`src/rtl/osc_ctrl_pkg.sv`:
```
package osc_ctrl_pkg;
  localparam int REG_W    = 8;
  localparam int EN_BIT   = 7;
  localparam int RDY_BIT  = 6;
  localparam int SUSP_BIT = 5;
  localparam int DIV_W    = 2;
  localparam int PHASE_W  = 3;

  typedef enum logic [DIV_W-1:0] {
    DIV_8 = 2'b00,
    DIV_4 = 2'b01,
    DIV_2 = 2'b10,
    DIV_1 = 2'b11
  } div_sel_e;

  // last phase index of one enable period
  function automatic logic [PHASE_W-1:0] div_last(div_sel_e d);
    unique case (d)
      DIV_8:   div_last = 3'd7;
      DIV_4:   div_last = 3'd3;
      DIV_2:   div_last = 3'd1;
      default: div_last = 3'd0;
    endcase
  endfunction
endpackage

```
`src/rtl/sync_2ff.sv`:
```
module sync_2ff #(
  parameter int W = 1
) (
  input  logic         clk_i,
  input  logic         rst_ni,
  input  logic [W-1:0] d_i,
  output logic [W-1:0] q_o
);
  logic [W-1:0] s1_q, s2_q;

  always_ff @(posedge clk_i or negedge rst_ni) begin
    if (!rst_ni) begin
      s1_q <= '0;
      s2_q <= '0;
    end else begin
      s1_q <= d_i;
      s2_q <= s1_q;
    end
  end

  assign q_o = s2_q;
endmodule

```
`src/rtl/wake_detect.sv`:
```
module wake_detect (
  input  logic clk_i,
  input  logic rst_ni,
  input  logic usb_resume_i,
  input  logic vbus_i,
  input  logic vbus_pol_i,
  output logic wake_o
);
  logic [1:0] raw, synced;

  assign raw = {vbus_i, usb_resume_i};

  sync_2ff #(.W(2)) u_sync (
    .clk_i (clk_i),
    .rst_ni(rst_ni),
    .d_i   (raw),
    .q_o   (synced)
  );

  assign wake_o = synced[0] | (synced[1] == vbus_pol_i);
endmodule

```
`src/rtl/settle_timer.sv`:
```
module settle_timer #(
  parameter int SETTLE_TICKS = 16
) (
  input  logic clk_i,
  input  logic rst_ni,
  input  logic run_i,
  input  logic tick_i,
  output logic ready_o
);
  localparam int CW = $clog2(SETTLE_TICKS + 1);
  localparam logic [CW-1:0] LIMIT = CW'(SETTLE_TICKS);

  logic [CW-1:0] cnt_q;
  logic          done;

  assign done = (cnt_q == LIMIT);

  always_ff @(posedge clk_i or negedge rst_ni) begin
    if (!rst_ni)              cnt_q <= '0;
    else if (!run_i)          cnt_q <= '0;
    else if (tick_i && !done) cnt_q <= cnt_q + 1'b1;
  end

  assign ready_o = run_i & done;
endmodule

```
`src/rtl/tick_divider.sv`:
```
module tick_divider
  import osc_ctrl_pkg::*;
(
  input  logic     clk_i,
  input  logic     rst_ni,
  input  logic     run_i,
  input  logic     tick_i,
  input  div_sel_e div_i,
  output logic     en_o
);
  logic [PHASE_W-1:0] phase_q;
  div_sel_e           cur_q;
  logic               wrap;

  assign wrap = (phase_q == div_last(cur_q));

  // divisor is only reloaded at a period boundary or while stopped
  always_ff @(posedge clk_i or negedge rst_ni) begin
    if (!rst_ni) begin
      phase_q <= '0;
      cur_q   <= DIV_8;
    end else if (!run_i) begin
      phase_q <= '0;
      cur_q   <= div_i;
    end else if (tick_i) begin
      if (wrap) begin
        phase_q <= '0;
        cur_q   <= div_i;
      end else begin
        phase_q <= phase_q + 1'b1;
      end
    end
  end

  assign en_o = run_i & tick_i & wrap;
endmodule

```
`src/rtl/osc_susp_ctrl.sv`:
```
module osc_susp_ctrl
  import osc_ctrl_pkg::*;
#(
  parameter int SETTLE_TICKS = 16
) (
  input  logic       clk_i,
  input  logic       rst_ni,
  input  logic       osc_tick_i,
  input  logic       we_i,
  input  logic [7:0] wdata_i,
  output logic [7:0] rdata_o,
  input  logic       usb_resume_i,
  input  logic       vbus_i,
  input  logic       vbus_pol_i,
  output logic       sysclk_en_o
);
  logic     en_q, susp_q, wake, run, ready;
  div_sel_e div_q;

  always_ff @(posedge clk_i or negedge rst_ni) begin
    if (!rst_ni) begin
      en_q  <= 1'b1;
      div_q <= DIV_8;
    end else if (we_i) begin
      en_q  <= wdata_i[EN_BIT];
      div_q <= div_sel_e'(wdata_i[DIV_W-1:0]);
    end
  end

  // set by write wins over a same-cycle wake
  always_ff @(posedge clk_i or negedge rst_ni) begin
    if (!rst_ni)                       susp_q <= 1'b0;
    else if (we_i && wdata_i[SUSP_BIT]) susp_q <= 1'b1;
    else if (wake)                     susp_q <= 1'b0;
  end

  assign run = en_q & ~susp_q;

  wake_detect u_wake (
    .clk_i       (clk_i),
    .rst_ni      (rst_ni),
    .usb_resume_i(usb_resume_i),
    .vbus_i      (vbus_i),
    .vbus_pol_i  (vbus_pol_i),
    .wake_o      (wake)
  );

  settle_timer #(.SETTLE_TICKS(SETTLE_TICKS)) u_settle (
    .clk_i  (clk_i),
    .rst_ni (rst_ni),
    .run_i  (run),
    .tick_i (osc_tick_i),
    .ready_o(ready)
  );

  tick_divider u_div (
    .clk_i (clk_i),
    .rst_ni(rst_ni),
    .run_i (run),
    .tick_i(osc_tick_i),
    .div_i (div_q),
    .en_o  (sysclk_en_o)
  );

  assign rdata_o = {en_q, ready, susp_q, 3'b000, div_q};
endmodule

```
`config.mk`:
```
export PLATFORM = sky130hd
export DESIGN_NAME = osc_susp_ctrl
export DESIGN_NICKNAME = d
export VERILOG_FILES = /design/src/rtl/osc_ctrl_pkg.sv /design/src/rtl/sync_2ff.sv /design/src/rtl/wake_detect.sv /design/src/rtl/settle_timer.sv /design/src/rtl/tick_divider.sv /design/src/rtl/osc_susp_ctrl.sv
export SDC_FILE = /design/constraint.sdc
export NUM_CORES = 1
export LEC_CHECK = 0
export ABC_AREA = 1
export BUFFER_PORTS_ARGS = -buffer_cell sky130_fd_sc_hd__buf_2
export CAP_MARGIN = 0
export CORE_MARGIN = 3
export CORE_UTILIZATION = 40
export DETAILED_ROUTE_END_ITERATION = 8
export MAX_ROUTING_LAYER = met4
export SETUP_SLACK_MARGIN = 0.15
export SLEW_MARGIN = 20
export SYNTH_ARGS = -nofsm -noshare
export SYNTH_HDL_FRONTEND = slang
export SYNTH_SLANG_ARGS = --single-unit
```
`constraint.sdc`:
```
create_clock -name clk_i -period 3.5 [get_ports clk_i]
set_input_delay 0.525 -clock clk_i [delete_from_list [all_inputs] [get_ports clk_i]]
set_output_delay 0.525 -clock clk_i [all_outputs]
set_load 0.05 [all_outputs]
```
==> impl_metrics.env <==
export IMPL_synthTopCellsByCount="27 x nand2_1, 17 x dfrtp_1, 10 x nand3_1"
export IMPL_layout_setup_ws_ns=1.34
export IMPL_drt_iter0_drc=10
export IMPL_drv_slew=0
export IMPL_gp_congestion=0.851
export IMPL_multi_input_area_um2=415
export IMPL_num_io_pins=24
export IMPL_cts_buffers=3
export IMPL_p_leak_nw=0.545
export IMPL_synth_area_leader_cell="dfrtp_1"
export IMPL_synth_top_area_share=0.434
export IMPL_tns_ns=0
export IMPL_die_height_um=55.5
export IMPL_synth_seq_cells=18
export IMPL_whs_ns=0.138
export IMPL_overflow=0
export IMPL_fin_nets=144
export IMPL_grt_max_degree=19
export IMPL_final_cells=153
export IMPL_synth_seq_area_share=0.461
export IMPL_drc=0
export IMPL_first_global_vias=705
export IMPL_netlist_instances=111
export IMPL_tritoncts="built"
export IMPL_clock_latency_ns=0.29
export IMPL_cts_resized=0
export IMPL_status="completed"
export IMPL_synth_top_cells_by_area="dfrtp_1 43%, nand2_1 10%, nand3_1 5.1%, buf_4 4.6%, ha_1 3.8%"
export IMPL_p_total_uw=483
export IMPL_min_period_ns=2.16
export IMPL_rsz0062_at_grt="no"
export IMPL_wl_mm=1.71
export IMPL_fillers=233
export IMPL_dp_slack_ns=1.66
export IMPL_crit_path_end_kind="primary output"
export IMPL_rr_worst_depth=5
export IMPL_start_util=0.430
export IMPL_core_area_um2=2280
export IMPL_wl_per_cell_um=11.2
export IMPL_min_path_type="input port to async pin"
export IMPL_die_area_um2=3080
export IMPL_syn_to_final_growth_pct=9.32
export IMPL_max_freq_ghz=0.463
export IMPL_startpoint_type="flip-flop"
export IMPL_hold_violations=0
export IMPL_cp_max_fo=8
export IMPL_critPathArrivalTime_ns=1.64
export IMPL_r2r_end="u_div.phase_q[2]"
export IMPL_fin_crit_sh=0.617
export IMPL_place_hpwl_mm=1.32
export IMPL_max_cap_viol_count=0
export IMPL_dp_cells=149
export IMPL_grt_total_usage=0.130
export IMPL_rr_startpoint="en_q"
export IMPL_cts_hold_buffers=0
export IMPL_synth_area_um2=980
export IMPL_die_x_um=55.5
export IMPL_synth_main_ff_cell="dfrtp_1"
export IMPL_cts_buffer_depth=2
export IMPL_cts_root_buffer="clkbuf_4"
export IMPL_diodes=0
export IMPL_std_cell_rows=17
export IMPL_ant_nets=0
export IMPL_vias=723
export IMPL_p_per_area_nw_per_um2=451
export IMPL_synth_edff_count=0
export IMPL_htreeDepth=1
export IMPL_clkTransAtPathRegs_ns=0.11
export IMPL_postSynth_asyncResetShare=1.00
export IMPL_ir_drop_mv=0.308
export IMPL_port_buffers=16
export IMPL_ys_types=27
export IMPL_synth_avg_cell_area_um2=8.83
export IMPL_yosys_warnings=0
export IMPL_finalSetupViolCount=0
export IMPL_post_cts_buffers=0
export IMPL_grt_pass1_wl_mm=3.10
export IMPL_synth_most_common_cell="nand2_1"
export IMPL_antenna_found_initial=0
export IMPL_skew_ns=0.00993
export IMPL_firstDrtPassIters=4
export IMPL_vias_per_cell=4.73
export IMPL_drive_gt1_frac=0.296
export IMPL_cts_sinks=18
export IMPL_path_class="flip-flop to primary output"
export IMPL_seq_area_um2=452
export IMPL_r2r_setup_slack_ns=2.17
export IMPL_cp_required_ns=2.97
==> report_power, final <==
group | total (mW) | switching [mW] | internal [mW] | leakage [nW]
registers | 0.245 | 0.0187 | 0.226 | 0.227
clock network | 0.126 | 0.0630 | 0.0634 | 0.0210
logic | 0.112 | 0.0776 | 0.0341 | 0.296
total | 0.483 | 0.159 | 0.323 | 0.545
==> state kept, by name, indices dropped and copies added (netlist names) <==
| signal | cells |
|---|---|
| u_settle.cnt_q | 5 |
| u_div.cur_q | 2 |
| susp_q | 1 |
| div_q | 2 |
| en_q | 1 |
| u_wake.u_sync.s1_q | 2 |
| u_div.phase_q | 3 |
| u_wake.u_sync.q_o | 2 |
==> worst max-delay path by stage <==
stage | from | endpoint | cells past startpoint
after floorplan | u_div.cur_q[1] | sysclk_en_o | 6
after global placement | u_div.cur_q[1] | sysclk_en_o | 5
after detailed placement | u_div.cur_q[1] | sysclk_en_o | 5
after CTS | u_div.cur_q[1] | sysclk_en_o | 5
after global routing | u_div.cur_q[1] | sysclk_en_o | 7
final | u_div.cur_q[1] | sysclk_en_o | 5
==> logic make-up after synthesis <==
group                      Yosys count  share of synthesized area
xor gates and xnor gates             3                     0.0345
muxes                                3                     0.0345
adders and majority gates            3                     0.0383
DFF                                 18                      0.461
buffers and inverters               22                      0.123
AOI/OAI and AO/OA                   11                     0.0728
and+or+nand+nor                     50                      0.232
other                                1                    0.00383
==> cell usage in the layout (no fill, tap or decap) <==
master	count
nand3_1	10
o21bai_2	1
or2_1	1
nand4_1	2
o31ai_1	1
dfrtp_1	17
conb_1	3
nor3_1	1
ha_1	3
xor2_2	1
dfstp_2	1
mux2_1	3
clkbuf_4	3
buf_2	16
nand2_4	1
clkbuf_8	1
nand2_1	27
a21oi_2	2
nand2_2	2
o21ai_0	1
nand3_2	1
xnor2_1	1
inv_2	8
a21oi_1	1
xor2_1	1
inv_1	6
nor2_1	5
o21ai_1	5
==> cell type report <==
| class | instances | area share |
|---|---|---|
| Multi-Input combinational cell | 73 | 0.388 |
| Tap cell | 28 | 0.0327 |
| Timing Repair Buffer | 16 | 0.0748 |
| Clock buffer | 4 | 0.0339 |
| Sequential cell | 18 | 0.422 |
| Inverter | 14 | 0.0491 |
==> layer usage <==
layer,GRT usage,up-vias,wire length [um]
met5,-,-,0
met3,0.0444,4,92
met4,0.0417,0,18
li1,-,371,-
met2,0.206,15,836
met1,0.155,333,765
==> per-stage QoR <==
stage / utilization / cell area, um^2
after CTS: 0.471 / 1070
after global routing: 0.471 / 1070
after detailed placement: 0.455 / 1030
after floorplan: - / 987
after global placement: 0.455 / 1030
final: 0.471 / 1070
==> critical path, stage by stage, from the launching register on <==
cell and delay, ns:
dfrtp_1 0.51, nand3_1 0.16, a21oi_2 0.20, nand3_2 0.11
nor2_1 0.10, buf_2 0.27
No activity file was read; power rests on OpenSTA's default activity.
